`config.mk`:
```
export PLATFORM = sky130hd
export DESIGN_NAME = dual_pn_gen
export DESIGN_NICKNAME = d
export VERILOG_FILES = /design/src/rtl/pn_pkg.sv /design/src/rtl/pn_timing.sv /design/src/rtl/pn_lfsr.sv /design/src/rtl/pn_out_stage.sv /design/src/rtl/dual_pn_gen.sv
export SDC_FILE = /design/constraint.sdc
export NUM_CORES = 1
export LEC_CHECK = 0
export BUFFER_PORTS_ARGS = -buffer_cell sky130_fd_sc_hd__buf_2
export CORE_ASPECT_RATIO = 0.7
export CORE_UTILIZATION = 59
export CTS_CLUSTER_DIAMETER = 120
export DETAILED_ROUTE_END_ITERATION = 8
export PLACE_DENSITY = 0.84
export SYNTH_ARGS = -nofsm -noshare
export SYNTH_HDL_FRONTEND = slang
export SYNTH_SLANG_ARGS = --single-unit
```
`constraint.sdc`:
```
create_clock -name clk_i -period 2.3 [get_ports clk_i]
set_input_delay 0.345 -clock clk_i [delete_from_list [all_inputs] [get_ports clk_i]]
set_output_delay 0.345 -clock clk_i [all_outputs]
set_load 0.02 [all_outputs]
```
`src/rtl/pn_pkg.sv`:
```
package pn_pkg;
  localparam int unsigned LFSR_W = 13;
  localparam int unsigned LEN_W  = $clog2(LFSR_W + 1);

  typedef logic [LFSR_W-1:0] lfsr_t;

  typedef struct packed {
    lfsr_t             taps;
    logic [LEN_W-1:0]  len;
    logic              wide;
  } pn_cfg_t;

  function automatic logic [LEN_W-1:0] clamp_len(input logic [LEN_W-1:0] l,
                                                 input int unsigned lo);
    if (l < LEN_W'(lo))     return LEN_W'(lo);
    if (l > LEN_W'(LFSR_W)) return LEN_W'(LFSR_W);
    return l;
  endfunction
endpackage

```
`src/rtl/pn_timing.sv`:
```
module pn_timing #(
  parameter int unsigned CHIP_DIV   = 16,
  parameter int unsigned SLOT_CHIPS = 64
) (
  input  logic clk_i,
  input  logic rst_ni,
  input  logic mclk_en_i,
  input  logic restart_i,
  output logic chip_tick_o,
  output logic second_half_o,
  output logic tx_slot_o
);
  localparam int unsigned DIV_W  = (CHIP_DIV > 2) ? $clog2(CHIP_DIV) : 1;
  localparam int unsigned CHIP_W = (SLOT_CHIPS > 2) ? $clog2(SLOT_CHIPS) : 1;
  localparam logic [DIV_W-1:0]  DIV_MAX  = DIV_W'(CHIP_DIV - 1);
  localparam logic [DIV_W-1:0]  DIV_HALF = DIV_W'(CHIP_DIV / 2);
  localparam logic [CHIP_W-1:0] CHIP_MAX = CHIP_W'(SLOT_CHIPS - 1);

  logic [DIV_W-1:0]  div_q;
  logic [CHIP_W-1:0] chip_q;
  logic              tx_q;

  assign chip_tick_o   = mclk_en_i && !restart_i && (div_q == DIV_MAX);
  assign second_half_o = (div_q >= DIV_HALF);
  assign tx_slot_o     = tx_q;

  always_ff @(posedge clk_i or negedge rst_ni) begin
    if (!rst_ni) begin
      div_q  <= '0;
      chip_q <= '0;
      tx_q   <= 1'b1;
    end else if (restart_i) begin
      div_q  <= '0;
      chip_q <= '0;
      tx_q   <= 1'b1;
    end else if (mclk_en_i) begin
      if (div_q == DIV_MAX) begin
        div_q <= '0;
        if (chip_q == CHIP_MAX) begin
          chip_q <= '0;
          tx_q   <= ~tx_q;
        end else begin
          chip_q <= chip_q + 1'b1;
        end
      end else begin
        div_q <= div_q + 1'b1;
      end
    end
  end

  p_div_range_r2: assert property (@(posedge clk_i) disable iff (!rst_ni)
    div_q <= DIV_MAX);
  p_tick_wrap_r2: assert property (@(posedge clk_i) disable iff (!rst_ni)
    chip_tick_o |=> (div_q == '0));
  p_restart_r12: assert property (@(posedge clk_i) disable iff (!rst_ni)
    restart_i |=> (tx_q && div_q == '0 && chip_q == '0));
  p_freeze_r11: assert property (@(posedge clk_i) disable iff (!rst_ni)
    (!mclk_en_i && !restart_i) |=> ($stable(div_q) && $stable(tx_q)));
endmodule

```
`src/rtl/pn_lfsr.sv`:
```
module pn_lfsr
  import pn_pkg::*;
#(
  parameter int unsigned MIN_LEN = 7
) (
  input  logic    clk_i,
  input  logic    rst_ni,
  input  logic    load_i,
  input  logic    seed_i,
  input  logic    step_i,
  input  pn_cfg_t cfg_i,
  output logic    bit_o,
  output logic    wide_o
);
  pn_cfg_t cfg_q;
  lfsr_t   state_q, mask, nxt;
  logic    fb, low_zero, top;

  always_comb begin
    top = 1'b0;
    for (int i = 0; i < LFSR_W; i++) begin
      mask[i] = (LEN_W'(i) < cfg_q.len);
      if (LEN_W'(i + 1) == cfg_q.len) top = state_q[i];
    end
    // zero-detect on the surviving bits inserts the all-zero state: period 2^L
    low_zero = ((state_q & (mask >> 1)) == '0);
    fb       = (^(state_q & cfg_q.taps & mask)) ^ low_zero;
    nxt      = {state_q[LFSR_W-2:0], fb} & mask;
  end

  assign bit_o  = top;
  assign wide_o = cfg_q.wide;

  always_ff @(posedge clk_i or negedge rst_ni) begin
    if (!rst_ni) begin
      cfg_q   <= '{taps: '0, len: LEN_W'(LFSR_W), wide: 1'b0};
      state_q <= lfsr_t'(1);
    end else begin
      if (load_i) begin
        cfg_q.taps <= cfg_i.taps;
        cfg_q.len  <= clamp_len(cfg_i.len, MIN_LEN);
        cfg_q.wide <= cfg_i.wide;
      end
      if (load_i || seed_i) state_q <= lfsr_t'(1);
      else if (step_i)      state_q <= nxt;
    end
  end

  p_len_bits_r3: assert property (@(posedge clk_i) disable iff (!rst_ni)
    (state_q & ~mask) == '0);
  p_seed_r8: assert property (@(posedge clk_i) disable iff (!rst_ni)
    (load_i || seed_i) |=> (state_q == lfsr_t'(1)));
  p_len_clamp_r10: assert property (@(posedge clk_i) disable iff (!rst_ni)
    load_i |=> (cfg_q.len >= LEN_W'(MIN_LEN) && cfg_q.len <= LEN_W'(LFSR_W)));
  p_hold_r11: assert property (@(posedge clk_i) disable iff (!rst_ni)
    (!step_i && !load_i && !seed_i) |=> $stable(state_q));
endmodule

```
`src/rtl/pn_out_stage.sv`:
```
module pn_out_stage (
  input  logic clk_i,
  input  logic rst_ni,
  input  logic mclk_en_i,
  input  logic out_en_i,
  input  logic tx_slot_i,
  input  logic second_half_i,
  input  logic tx_bit_i,
  input  logic tx_wide_i,
  input  logic rx_bit_i,
  input  logic rx_wide_i,
  output logic pn_o,
  output logic oe_o
);
  logic pn_q, oe_q, sel;

  assign sel = tx_slot_i ? (tx_bit_i ^ (tx_wide_i & second_half_i))
                         : (rx_bit_i ^ (rx_wide_i & second_half_i));

  always_ff @(posedge clk_i or negedge rst_ni) begin
    if (!rst_ni) begin
      pn_q <= 1'b0;
      oe_q <= 1'b0;
    end else begin
      if (mclk_en_i) pn_q <= sel;
      // float for one master clock whenever the driven value changes
      oe_q <= out_en_i & (mclk_en_i ? (sel == pn_q) : oe_q);
    end
  end

  assign pn_o = pn_q;
  assign oe_o = oe_q;

  p_oe_gap_r5: assert property (@(posedge clk_i) disable iff (!rst_ni)
    (pn_q != $past(pn_q)) |-> !oe_q);
  p_oe_off_r6: assert property (@(posedge clk_i) disable iff (!rst_ni)
    !out_en_i |=> !oe_q);
  p_pn_hold_r11: assert property (@(posedge clk_i) disable iff (!rst_ni)
    !mclk_en_i |=> $stable(pn_q));
endmodule

```
`src/rtl/dual_pn_gen.sv`:
```
module dual_pn_gen
  import pn_pkg::*;
#(
  parameter int unsigned CHIP_DIV   = 16,
  parameter int unsigned SLOT_CHIPS = 64,
  parameter int unsigned MIN_LEN    = 7
) (
  input  logic              clk_i,
  input  logic              rst_ni,
  input  logic              mclk_en_i,
  input  logic [LFSR_W-1:0] tx_taps_i,
  input  logic [LEN_W-1:0]  tx_len_i,
  input  logic              tx_wide_i,
  input  logic [LFSR_W-1:0] rx_taps_i,
  input  logic [LEN_W-1:0]  rx_len_i,
  input  logic              rx_wide_i,
  input  logic              force_load_i,
  input  logic              pn_reset_i,
  input  logic              out_en_i,
  output logic              pn_o,
  output logic              pn_oe_o,
  output logic              tx_slot_o
);
  localparam int unsigned N_GEN = 2;  // 0 = transmit, 1 = receive

  logic    restart, chip_tick, second_half, tx_slot;
  pn_cfg_t cfg_in [N_GEN];
  logic    gen_bit [N_GEN];
  logic    gen_wide[N_GEN];

  assign restart   = force_load_i | pn_reset_i;
  assign cfg_in[0] = '{taps: tx_taps_i, len: tx_len_i, wide: tx_wide_i};
  assign cfg_in[1] = '{taps: rx_taps_i, len: rx_len_i, wide: rx_wide_i};

  pn_timing #(.CHIP_DIV(CHIP_DIV), .SLOT_CHIPS(SLOT_CHIPS)) u_timing (
    .clk_i        (clk_i),
    .rst_ni       (rst_ni),
    .mclk_en_i    (mclk_en_i),
    .restart_i    (restart),
    .chip_tick_o  (chip_tick),
    .second_half_o(second_half),
    .tx_slot_o    (tx_slot)
  );

  for (genvar g = 0; g < N_GEN; g++) begin : g_gen
    pn_lfsr #(.MIN_LEN(MIN_LEN)) u_lfsr (
      .clk_i (clk_i),
      .rst_ni(rst_ni),
      .load_i(force_load_i),
      .seed_i(pn_reset_i),
      .step_i(chip_tick),
      .cfg_i (cfg_in[g]),
      .bit_o (gen_bit[g]),
      .wide_o(gen_wide[g])
    );
  end

  pn_out_stage u_out (
    .clk_i        (clk_i),
    .rst_ni       (rst_ni),
    .mclk_en_i    (mclk_en_i),
    .out_en_i     (out_en_i),
    .tx_slot_i    (tx_slot),
    .second_half_i(second_half),
    .tx_bit_i     (gen_bit[0]),
    .tx_wide_i    (gen_wide[0]),
    .rx_bit_i     (gen_bit[1]),
    .rx_wide_i    (gen_wide[1]),
    .pn_o         (pn_o),
    .oe_o         (pn_oe_o)
  );

  assign tx_slot_o = tx_slot;

  p_slot_flip_r4: assert property (@(posedge clk_i) disable iff (!rst_ni)
    (tx_slot != $past(tx_slot)) |-> ($past(chip_tick) || $past(restart)));
endmodule

```
# Word level (Yosys, flattened, before mapping)
# Index checks and enable logic that the tools add are counted.
# totals
reg_bits	75
in_bits	42
# op_classes
n_addsub	2
n_lt_le_gt_ge	31
n_eq_ne	29
mux	61
bitwise_logic	17
reduce_logical	14
# op_table
op	count
13-bit bitwise AND	6
13-bit 2-to-1 mux	4
4-bit equality test, first input constant	12
4-bit 2-to-1 mux	11
1-bit 2-to-1 mux	42
4-bit < comparator, first input constant	10
3-bit by 4-bit equality test with 1-bit output, first input constant	8
3-bit by 4-bit < comparator with 1-bit output, first input constant	8
13-bit by 12-bit bitwise AND with 13-bit output	2
13-bit logical NOT	2
13-bit parity	2
6-bit 2-to-1 mux	4
2-bit by 4-bit equality test with 1-bit output, first input constant	4
1-bit by 4-bit < comparator with 1-bit output, first input constant	4
2-bit by 4-bit < comparator with 1-bit output, first input constant	4
1-bit by 4-bit equality test with 1-bit output, first input constant	2
4-bit greater-than comparator, second input constant	2
4-bit by 3-bit < comparator with 1-bit output, second input constant	2
2-bit nonzero test	4
6-bit by 1-bit adder with 6-bit output, second input constant	1
6-bit equality test, second input constant	1
4-bit by 1-bit adder with 4-bit output, second input constant	1
4-bit equality test, second input constant	1
4-bit greater-or-equal comparator, second input constant	1
other kinds (10)	16

# Depth between registers and ports, before layout
# Gate-level depths: netlist of run 1.
# logic_depth
depth_word	19
depth_mapped	11

# Hierarchy
# A second synthesis of run 1 with hierarchy kept.
# unflattened
hier_cells	434
area_unflattened_um2	4465.5
# by_module_without_submodules
mod	instances	cells_each	area_per_inst_um2	seq_area_each_um2
pn_lfsr	2	176	1838.0	780.7
pn_timing	1	65	616.8	276.5
pn_out_stage	1	16	166.4	50.0
dual_pn_gen	1	1	6.3	0.0

# Worst setup path before layout of run 1
# Ideal clock, no wire load.
# synth_path
path_type	flip-flop to flip-flop
startpoint	register g_gen[0].u_lfsr.cfg_q[3] in the netlist's numbering
endpoint	register u_out.oe_q (netlist: u_out.oe_o)
setup_time_ns	0.139
arrival_ns	1.970
t_required_ns	2.161
path_slack_ns	0.191
path_stages_with_launch	11
path_buffers	2
cell_sequence	dfstp_2 clkbuf_1 clkbuf_1 nand4b_1 o31ai_1 a21oi_1 a21oi_1 xnor2_1 mux2i_1 xnor2_1 o22ai_1
# synth_via
elab_chain_cells	19
word_cells_on_any_way	31
# synth_lines
item	line_no	text
start, declared	pn_lfsr.sv:15	pn_cfg_t cfg_q;
start signal, assigned	pn_lfsr.sv:36	cfg_q <= '{taps: '0, len: LEN_W'(LFSR_W), wide: 1'b0};
1-bit by 4-bit equality test with 1-bit output	pn_lfsr.sv:23	if (LEN_W'(i + 1) == cfg_q.len) top = state_q[i];
1-bit 2-to-1 mux (12 in a row)	pn_lfsr.sv:23	
1-bit 2-to-1 mux (*)	pn_lfsr.sv:23	
1-bit bitwise XOR (*)	pn_out_stage.sv:17	assign sel = tx_slot_i ? (tx_bit_i ^ (tx_wide_i & second_half_i))
1-bit 2-to-1 mux (*)	pn_out_stage.sv:17	
1-bit equality test (*)	pn_out_stage.sv:27	oe_q <= out_en_i & (mclk_en_i ? (sel == pn_q) : oe_q);
1-bit 2-to-1 mux (*)	pn_out_stage.sv:27	
1-bit bitwise AND (*)	pn_out_stage.sv:27	
end signal, assigned	pn_out_stage.sv:27	
end, declared	pn_out_stage.sv:15	logic pn_q, oe_q, sel;
# Mark *: on every way between the ends. The rest lies on a longest branch, timed or not.
# A chain may end at the register's enable or synchronous reset.

# Worst setup path after layout of run 1
# layout_path
startpoint	register g_gen[0].u_lfsr.cfg_q[3] in the netlist's numbering
endpoint	register g_gen[0].u_lfsr.state_q[0]
# layout_via
elab_chain_cells	7
word_cells_on_any_way	21
# layout_lines
item	line_no	text
1-bit by 4-bit < comparator with 1-bit output (tied with other cells)	pn_lfsr.sv:22	mask[i] = (LEN_W'(i) < cfg_q.len);
13-bit bitwise AND or 13-bit by 12-bit bitwise AND with 13-bit output (tied branches)	pn_lfsr.sv:27, pn_lfsr.sv:26	
13-bit parity or 13-bit logical NOT (tied branches)	pn_lfsr.sv:27, pn_lfsr.sv:26	
1-bit bitwise XOR	pn_lfsr.sv:27	fb = (^(state_q & cfg_q.taps & mask)) ^ low_zero;
13-bit bitwise AND (*)	pn_lfsr.sv:28	nxt = {state_q[LFSR_W-2:0], fb} & mask;
13-bit 2-to-1 mux (*)	pn_lfsr.sv:45	else if (step_i) state_q <= nxt;
13-bit 2-to-1 mux (*)	pn_lfsr.sv:44	if (load_i || seed_i) state_q <= lfsr_t'(1);
end signal, assigned	pn_lfsr.sv:37	state_q <= lfsr_t'(1);
end signal, assigned	pn_lfsr.sv:44	
end signal, assigned	pn_lfsr.sv:45	
end, declared	pn_lfsr.sv:16	lfsr_t state_q, mask, nxt;
# Mark *: on every way between the ends. The rest lies on a longest branch, timed or not. The select of a mux whose other input is x is not followed.

==> results of run 1 <==
## timing repair
item,CTS,global route
hold endpoints to repair,35,0
hold buffers,1,0
gates resized for setup,0,3
endpoints found under the setup margin,0,3
## power by group through the flow
stage	combinational (mW)	sequential (mW)	clock, mW
after floorplan	0.276	1.45	0
after detailed placement	0.386	1.50	0
after global routing	0.428	1.48	1.33
after CTS	0.389	1.47	1.28
final	0.392	1.47	1.27
after global placement	0.370	1.49	0
## registers in the layout, indices dropped and copies added (netlist names)
| signal | count |
|---|---|
| g_gen.u_lfsr.cfg_q | 34 |
| g_gen.u_lfsr.state_q | 26 |
| g_gen.u_lfsr.wide_o | 2 |
| u_out.oe_o | 1 |
| u_out.pn_o | 1 |
| u_timing.chip_q | 6 |
| u_timing.div_q | 4 |
| u_timing.tx_slot_o | 1 |
## critical path, delay by kind of cell (launching register included)
| family | cells | cell delay, ns |
|---|---|---|
| AO/OA/AOI/OAI | 2 | 0.19 |
| XOR/XNOR | 4 | 0.86 |
| flip-flops | 1 | 0.54 |
| AND/OR/NAND/NOR | 2 | 0.59 |
## Yosys cell counts, types with 3 or more instances
library cell	instances
dfrtp_1	66
nand2_1	55
a21oi_1	47
nor2_1	38
mux2_2	29
clkbuf_1	22
nand3_1	19
xnor2_1	13
buf_2	12
nand4_1	12
o21ai_0	12
inv_1	10
nor3_1	10
dfstp_2	9
xor2_1	9
mux2i_1	8
a22oi_1	7
a31oi_1	7
o211ai_1	7
a211oi_1	6
buf_1	4
a211o_1	3
a32oi_1	3
a41oi_1	3
ha_1	3
nand2b_1	3
o2111ai_1	3
o22ai_1	3
## metrics by stage
step           total power [mW]  utilization (%)  hold WS (ns)  worst slack [ns]  area [µm²]
4_1_cts                   3.143            71.06        0.1885           0.07363        4935
3_5_place_dp              1.882            67.35        0.3660            0.1117        4677
3_3_place_gp              1.858            67.35        0.3619            0.1975        4677
5_1_grt                   3.245            71.24        0.1952          -0.01669        4947
6_report                  3.131            71.24        0.1895           0.04140        4947
2_1_floorplan             1.728                -       0.04941            0.1909        4339
## how the worst max path moves through the flow
stage / from / end / slack, ns / cells past startpoint
6_report: g_gen[0].u_lfsr.cfg_q[3] / g_gen[0].u_lfsr.state_q[0] / 0.04 / 8
3_5_place_dp: g_gen[0].u_lfsr.cfg_q[3] / g_gen[0].u_lfsr.state_q[0] / 0.11 / 8
3_3_place_gp: g_gen[0].u_lfsr.cfg_q[3] / g_gen[0].u_lfsr.state_q[0] / 0.20 / 8
2_1_floorplan: g_gen[0].u_lfsr.cfg_q[3] / u_out.oe_o / 0.19 / 10
5_1_grt: g_gen[0].u_lfsr.cfg_q[3] / g_gen[0].u_lfsr.state_q[0] / -0.02 / 8
4_1_cts: g_gen[0].u_lfsr.cfg_q[3] / g_gen[0].u_lfsr.state_q[0] / 0.07 / 8
## kinds of logic after synthesis
kind of cell	after synthesis	share of synthesized area (%)
AND/OR/NAND/NOR	152	15.89
AO/OA/AOI/OAI	125	19.00
multiplexers	39	10.15
buffers and inverters	50	5.017
XOR/XNOR	24	5.335
flip-flops	75	43.51
adder cells (fa/ha/maj)	4	1.096
## layer usage
metal | track usage, % | vias up | wire (µm)
met5 | 0 | - | 0
met4 | 9.365 | 0 | 197
met3 | 5.768 | 23 | 868
met2 | 43.86 | 187 | 4639
met1 | 41.88 | 1821 | 4844
li1 | - | 1763 | -
## final cells by class
type | instances | share of cell area [%]
Timing Repair Buffer | 67 | 8.295
Tap cell | 94 | 2.377
Clock buffer | 9 | 2.504
Multi-Input combinational cell | 344 | 45.25
Clock inverter | 7 | 2.504
Sequential cell | 75 | 38.32
Inverter | 10 | 0.7587
==> flow_summary.ini, run 1 <==
[worst_hold_path]
hold_path.startpoint = rx_len_i[3]
hold_depth = 2
hold_path_class = primary input to register
holdPathEnd = g_gen[1].u_lfsr.cfg_q[3]

[layout]
area_growth_pct = 14.01
final_common_cell = dfrtp_1
nFillCells = 562
diodes = 0
final_cells = 606
seq_area_um2 = 1896
final_nets = 552
final_cell_mix = 66 x dfrtp_1, 55 x nand2_1, 47 x a21oi_1, 43 x buf_2, 38 x nor2_1
multi_input_comb_area_um2 = 2238
drive_gt1_share_pct = 25.20

[timing]
clock.fmax_ghz = 0.4428
rsz0062_at_grt = true
hold_violations = 0
fin_tns_setup_ns = 0
fin_crit_sh_pct = 98.20
period_needed_ns = 2.259
finClkSkew_ns = 0.004945
setup_viol = 0
tightest_slew_ns = 0.5355
slew_violations = 0
slew_headroom_pct = 64.30

[synthesis]
syn_avg_cell_area_um2 = 9.252
syn_nets = 514
yosys.cell_types.count = 64
yosys_warnings = 0
synth_top_cell_by_area = dfrtp_1
syn_inst = 469
synth-seq-area-share_pct = 43.51
netlist_area_um2 = 4339
synth_edf_count = 0
synth_top_area_share_pct = 38.06
netlist_top_cells_area = dfrtp_1 38%, mux2_2 7.5%, dfstp_2 5.4%
async_flop_share_pct = 100.0
yosys_most_used_dff = dfrtp_1
ys_ff_latch = 75

[critical_path]
cp_cell_sequence = or3_1 -> nand4_1 -> xnor2_1 -> xnor2_1 -> xnor2_1 -> xnor3_1 -> o21ai_1 -> o21ai_1
r2r_start = g_gen[0].u_lfsr.cfg_q[3]
worst-setup-path-type = register to register
reg2reg_depth = 8
rr_endpoint = g_gen[0].u_lfsr.state_q[0]
worst_path_max_delay_cell = dfstp_4
cpPeakStageDelay_ns = 0.54
required_ns = 2.57
start_kind = register
endpoint_kind = register
cp_max_fo = 16
crit_path_frequent_cell = xnor2_1
critPathArrivalTime_ns = 2.53
r2r_slack_ns = 0.04

[power]
power.switching_mw = 0.8263
power_frac_seq_pct = 47.0
peakVddDrop_v = 0.0003684
p_int_mw = 2.305
swShare_pct = 26.39
power.density_nw_per_um2 = 633.0
pwr-share-comb_pct = 12.5
p_clk_share_pct = 40.5
p_leak_nw = 2.069

[grt]
grt_max_degree = 45
grt_pass1_wl_mm = 17.36
grt_usage_pct = 28.97
grt_pass1_vias = 3429
antenna_found_initial = 0
overflow = 0

[clocking]
numCtsBuffers = 9
clock_latency_ns = 0.35
cts.path.max_buffers = 2
cts_htree_levels = 3
cts_tree = built
post-cts-setup-buffers = 0
cts_root_buf = clkbuf_8
clk_pin_slew_worst_paths_ns = 0.08
cts.sinks = 75

[route]
drt_iter0_drc = 491
first_pass_iters = 5
wl_per_cell_um = 17.41
vias = 3794
wl_mm = 10.55
viasPerCell = 6.261
route.detailed.drc = 0
antenna_left = 0

[floorplan]
die_y_um = 73.75
initial_core_util_pct = 62.49
std_cell_rows = 25
die_area_um2 = 7707
num_io_pins = 45
core_area_um2 = 6944
die_w_um = 104.5

[placed_design]
dpl.cell_count = 589
gp_congestion = 0.9387
portBuffers = 44
hpwl_mm = 7.333

[status]
run_status = completed

[job]
maxCapViolCount = 0
Note: power is estimated with default switching activity, not from simulation.
==> run 2: changes to the inputs <==
--- a/config.mk
+++ b/config.mk
@@ -7,10 +7,12 @@
 export LEC_CHECK = 0
 export BUFFER_PORTS_ARGS = -buffer_cell sky130_fd_sc_hd__buf_2
 export CORE_ASPECT_RATIO = 0.7
-export CORE_UTILIZATION = 59
+export CORE_UTILIZATION = 64
 export CTS_CLUSTER_DIAMETER = 120
+export CTS_CLUSTER_SIZE = 20
 export DETAILED_ROUTE_END_ITERATION = 8
-export PLACE_DENSITY = 0.84
+export PLACE_DENSITY = 0.9
+export SKIP_CTS_REPAIR_TIMING = 1
 export SYNTH_ARGS = -nofsm -noshare
 export SYNTH_HDL_FRONTEND = slang
 export SYNTH_SLANG_ARGS = --single-unit
==> constraint.sdc (replaced) <==
create_clock -name clk_i -period 2.7 [get_ports clk_i]
set_input_delay 0.405 -clock clk_i [delete_from_list [all_inputs] [get_ports clk_i]]
set_output_delay 0.405 -clock clk_i [all_outputs]
set_load 0.02 [all_outputs]
==> run 2 against run 1 <==
Effect of this change:
- total power fell by 15%
- critical endpoint unchanged
- flip-flop and latch count did not move
- combinational power fell by 25%
==> flow_summary.ini, run 2 (synthesis results as in run 1) <==
[status]
run_status = completed

[worst_hold_path]
hold_path_class = primary input to async pin

[route]
wl_per_cell_um = 18.36
route.detailed.drc = 0
drt_iter0_drc = 515
antenna_left = 0
viasPerCell = 6.624
wl_mm = 10.79
vias = 3895
first_pass_iters = 5

[layout]
diodes = 0
top_regs = g_gen.u_lfsr.cfg_q: 34 flops, g_gen.u_lfsr.state_q: 26 flops, u_timing.chip_q: 6 flops
final_cells = 588
final_common_cell = dfrtp_1
drive_gt1_share_pct = 22.74
final_nets = 537
final_cell_mix = 66 x dfrtp_1, 55 x nand2_1, 47 x a21oi_1, 44 x buf_2, 38 x nor2_1
largest_reg_flops = 34
top_register = g_gen.u_lfsr.cfg_q
area_growth_pct = 11.33
stdcell_area_um2 = 4831

[grt]
grt_pass1_vias = 3765
overflow = 0
grt_pass1_wl_mm = 18.57
antenna_found_initial = 0
grt_max_degree = 45
grt_usage_pct = 33.70

[power]
p_int_mw = 1.989
power.total_mw = 2.664
peakVddDrop_v = 0.0005081
power_frac_seq_pct = 48.1
p_leak_nw = 2.006
swShare_pct = 25.35
p_clk_share_pct = 40.8
power.density_nw_per_um2 = 551.5
pwr-share-comb_pct = 11.1
power.switching_mw = 0.6753

[job]
maxCapViolCount = 0

[floorplan]
std_cell_rows = 24
initial_core_util_pct = 67.84
die_area_um2 = 7118
die_w_um = 100.4
num_io_pins = 45
core_area_um2 = 6396
die_y_um = 70.89

[clocking]
numCtsBuffers = 9
clock_latency_ns = 0.35
cts.sinks = 75
cts_tree = built
cts_htree_levels = 3
cts.path.max_buffers = 2
clk_pin_slew_worst_paths_ns = 0.08
cts_root_buf = clkbuf_8

[critical_path]
critPathArrivalTime_ns = 2.77
required_ns = 2.98
endpoint_kind = register
cpPeakStageDelay_ns = 0.77
crit_path_frequent_cell = xnor2_1
worst_path_max_delay_cell = dfrtp_1
cp_cell_sequence = o21a_1 -> nand4_1 -> xnor2_1 -> xnor2_1 -> xnor2_1 -> xnor3_1 -> o21ai_1 -> o21ai_1
start_kind = register
cpLargestDelayFamily = XOR/XNOR gates
worst-setup-path-type = register to register
cp_max_fo = 19
crit_buf_inv = 0

[placed_design]
hpwl_mm = 6.992
pre_cts_ws_ns = 0.3400
portBuffers = 44
gp_congestion = 0.9561
place_area_um2 = 4578
dpl.cell_count = 572

[timing]
worst_slack_ns = 0.2054
finClkSkew_ns = 0.007568
period_needed_ns = 2.495
slew_violations = 0
rsz0062_at_grt = false
hold_violations = 0
fin_crit_sh_pct = 92.39
tightest_slew_ns = 0.8136
slew_headroom_pct = 45.76
setup_viol = 0
fin_tns_setup_ns = 0
clock.fmax_ghz = 0.4009
-- run 2: cell types whose count changed in the layout (fill, tap and decap cells not counted), sizes merged --
cell / delta
clkinv: -1
inv: -2
dlygate4sd3: -1
buf: -14
clkbuf: +3
-- run 2: area by class of cell --
cell class,count,area (µm²)
timing repair buffer,52,305.3
clock inverter,4,97.59
clock buffer,12,155.1
inverter,10,37.54
fill,468,1565
tap,91,113.9
multi-input combinational,344,2233
sequential,75,1888
-- run 2: metrics by stage --
stage / util, % / hold slack, ns
2_1_floorplan: - / 0.1094
3_3_place_gp: 71.58 / 0.4887
3_5_place_dp: 71.58 / 0.4938
4_1_cts: 75.53 / 0.1472
5_1_grt: 75.53 / 0.1778
6_report: 75.53 / 0.1140
-- run 2: worst paths after layout --
| path | startpoint | to | slack [ns] | cells past startpoint |
|---|---|---|---|---|
| worst max-delay path | g_gen[0].u_lfsr.cfg_q[2] | g_gen[0].u_lfsr.state_q[0] | 0.21 | 8 |
| worst min-delay path | rst_ni | u_timing.div_q[1] | 0.11 | 1 |
| worst max register to register | g_gen[0].u_lfsr.cfg_q[2] | g_gen[0].u_lfsr.state_q[0] | 0.21 | 8 |
| worst min register to register | g_gen[0].u_lfsr.cfg_q[7] | g_gen[0].u_lfsr.cfg_q[7] | 0.51 | 1 |
| max in group asynchronous | rst_ni | g_gen[1].u_lfsr.cfg_q[3] | 1.83 | 2 |
| min in group clk_i | rx_len_i[3] | g_gen[1].u_lfsr.cfg_q[3] | 0.26 | 2 |
-- run 2: power by group through the flow --
| stage | logic (mW) | clock network (mW) | registers (mW) |
|---|---|---|---|
| after floorplan | 0.235 | 0 | 1.24 |
| after global placement | 0.270 | 0 | 1.29 |
| after detailed placement | 0.287 | 0 | 1.30 |
| after CTS | 0.294 | 1.09 | 1.28 |
| after global routing | 0.325 | 1.14 | 1.29 |
| final | 0.295 | 1.09 | 1.28 |
-- run 2: routing by layer --
metal	global-route usage, %	part of all wire [%]
met1	47.34	42
met2	50.15	45
met3	10.18	10
met4	11.59	2.7
met5	0	0
==> run 3: changes to the inputs <==
--- a/config.mk
+++ b/config.mk
@@ -15,4 +15,5 @@
 export SKIP_CTS_REPAIR_TIMING = 1
 export SYNTH_ARGS = -nofsm -noshare
 export SYNTH_HDL_FRONTEND = slang
+export SYNTH_HIERARCHICAL = 1
 export SYNTH_SLANG_ARGS = --single-unit
==> run 3 against run 2 <==
Effect of this change:
- final area up 2.3%
- hold slack worse by 0.036 ns
- sequential power is essentially flat
- synthesized cell count down 7.5%
- largest power group unchanged
- sequential share of layout area decreased by 0.87 points
- first-iteration DRC count is 27% lower
- clock skew up 0.0014 ns
- synthesized area grew 2.9%
- count of clock-buffer cells in the layout fell by 1
- worst setup slack worse by 0.037 ns
==> flow_summary.ini, run 3 <==
[synthesis]
yosysMostFrequentCell = dfrtp_1
synthSimpleGateAreaFrac_pct = 17.06
syn_avg_cell_area_um2 = 10.29
synth_top_family_by_area = compound AO/OA/AOI/OAI gates
syn_inst = 434
async_flop_share_pct = 100.0
synth_fa_ha_area_share_pct = 0.8406
yosys-top-cells-count = 66 x dfrtp_1, 49 x a21oi_1, 32 x mux2_2
synth_compound_area_share_pct = 17.54
synth-seq-area-share_pct = 42.28
synth_top_area_share_pct = 36.99
netlist_area_um2 = 4466
yosys_warnings = 6
yosys_most_used_dff = dfrtp_1
synth_xor_area_share_pct = 5.968
syn_nets = 479
synth_edf_count = 0
synth_top_cell_by_area = dfrtp_1
netlist_top_cells_area = dfrtp_1 37%, mux2_2 8.1%, a21oi_1 5.5%
yosys.cell_types.count = 58
ys_ff_latch = 75
muxShareOfSynthArea_pct = 11.99

[floorplan]
initial_core_util_pct = 66.09
core_area_um2 = 6756
die_w_um = 101.8
die_y_um = 71.89
die_area_um2 = 7321
num_io_pins = 45
std_cell_rows = 25

[critical_path]
critPathArrivalTime_ns = 2.77
cp_cell_sequence = mux4_2 -> a21oi_1 -> o21ai_0 -> and2b_4 -> a221oi_2 -> mux2i_1 -> a311o_1
cp_max_fo = 12
cpPeakStageDelay_ns = 0.67
required_ns = 2.94
reg2reg_depth = 7
r2r_slack_ns = 0.17
worst_path_max_delay_cell = dfstp_2
worst-setup-path-type = register to register
start_kind = register
r2r_start = g_gen[1].u_lfsr/cfg_q[3]
endpoint_kind = register
rr_endpoint = u_out/oe_o

[grt]
grt_pass1_vias = 3448
antenna_found_initial = 0
grt_max_degree = 76
overflow = 0
grt_usage_pct = 31.11
grt_pass1_wl_mm = 17.23

[route]
vias = 3673
first_pass_iters = 5
wl_per_cell_um = 18.43
viasPerCell = 6.467
route.detailed.drc = 0
drt_iter0_drc = 378
wl_mm = 10.47
antenna_left = 0

[timing]
hold_violations = 0
slew_violations = 0
slew_headroom_pct = 61.94
finClkSkew_ns = 0.008930
fin_crit_sh_pct = 93.76
setup_viol = 0
clock.fmax_ghz = 0.3950
period_needed_ns = 2.532
tightest_slew_ns = 0.5708
worst_slack_ns = 0.1685
fin_tns_setup_ns = 0
rsz0062_at_grt = false

[power]
p_leak_nw = 2.044
peakVddDrop_v = 0.0003522
power.density_nw_per_um2 = 484.5

[placed_design]
pre_cts_ws_ns = 0.1929
hpwl_mm = 7.006
portBuffers = 44
gp_congestion = 0.9511

[clocking]
cts.sinks = 75
cts_tree = built
cts.path.max_buffers = 2
cts_root_buf = clkbuf_8
clock_latency_ns = 0.35
clk_pin_slew_worst_paths_ns = 0.08
cts_htree_levels = 3
numCtsBuffers = 9

[status]
run_status = completed

[layout]
nFillCells = 490
drive_gt1_share_pct = 27.64
multi_input_comb_area_um2 = 2387
final_cell_mix = 66 x dfrtp_1, 49 x a21oi_1, 44 x buf_2, 32 x mux2_2
top_register = g_gen.u_lfsr/cfg_q
fin_util_pct = 73.13
top_regs = g_gen.u_lfsr/cfg_q: 34 flops, g_gen.u_lfsr/state_q: 26 flops, u_timing/chip_q: 6 flops
largest_reg_flops = 34
area_growth_pct = 10.65
diodes = 0
final_common_cell = dfrtp_1
seq_area_um2 = 1888
final_nets = 514

[worst_hold_path]
hold_path_class = primary input to async pin

[job]
maxCapViolCount = 0
run 3: cell types whose count changed after synthesis, moves of 6 or more:
| cell | before | now |
|---|---|---|
| xnor2_1 | 13 | 4 |
| or3_1 | 2 | 8 |
| nand2_1 | 55 | 24 |
| nor3_1 | 10 | 3 |
| nand3_1 | 19 | 27 |
| nor2_1 | 38 | 21 |
| nand2b_1 | 3 | 27 |
| clkbuf_1 | 22 | 9 |
| a22oi_1 | 7 | 0 |
run 3: how the worst max path moves through the flow:
stage	endpoint	slack, ns	start
2_1_floorplan	u_out/oe_o	0.03	g_gen[1].u_lfsr/cfg_q[3]
5_1_grt	u_out/oe_o	0.05	g_gen[1].u_lfsr/cfg_q[1]
4_1_cts	u_out/oe_o	0.18	g_gen[1].u_lfsr/cfg_q[3]
3_3_place_gp	u_out/oe_o	0.33	g_gen[1].u_lfsr/cfg_q[1]
6_report	u_out/oe_o	0.17	g_gen[1].u_lfsr/cfg_q[3]
3_5_place_dp	u_out/oe_o	0.19	g_gen[1].u_lfsr/cfg_q[3]
run 3: cells by family (layout without fill, tap and decap cells):
kind of cell,count (synthesis),after routing
simple gates,138,138
compound gates,113,113
flops,75,75
mux,44,44
buf+inv,40,80
xor+xnor,21,21
fa+ha+maj,3,3
run 3: routing by layer:
metal | wire (µm) | vias to the layer above | global-route usage (%)
met5 | 0 | - | 0
met4 | 121 | 0 | 9.048
met3 | 885 | 15 | 7.220
met2 | 4779 | 172 | 47.07
met1 | 4680 | 1812 | 45.12
li1 | - | 1674 | -
run 3: stage by stage:
step | hold slack, ns | instances | area, µm² | power (mW)
after floorplan | 0.1094 | 434 | 4471 | 1.453
final | 0.07772 | 568 | 4941 | 2.394
after global routing | 0.09424 | 568 | 4941 | 2.477
after global placement | 0.4630 | 552 | 4755 | 1.548
after CTS | 0.08281 | 568 | 4941 | 2.408
after detailed placement | 0.4694 | 552 | 4755 | 1.564
run 3: area by class of cell:
class	count	share of cell area [%]
multi-input cells	319	48.32
inverters	9	0.6837
clock inverters	5	1.114
flip-flops and latches	75	38.21
well taps	94	2.380
clock buffers	11	2.659
repair buffers	55	6.635
run 3: worst max-delay path, delay by kind of cell, from the launching register on:
family	cells	cell delay, ns
AND/OR/NAND/NOR	1	0.19
AO/OA/AOI/OAI	4	0.90
multiplexers	2	0.67
flip-flops	1	0.67
run 3: power breakdown:
group,total (mW),internal (mW),switching (mW)
Clock,0.847,0.425,0.422
Combinational,0.288,0.138,0.149
Sequential,1.26,1.19,0.0739
Total,2.39,1.75,0.646
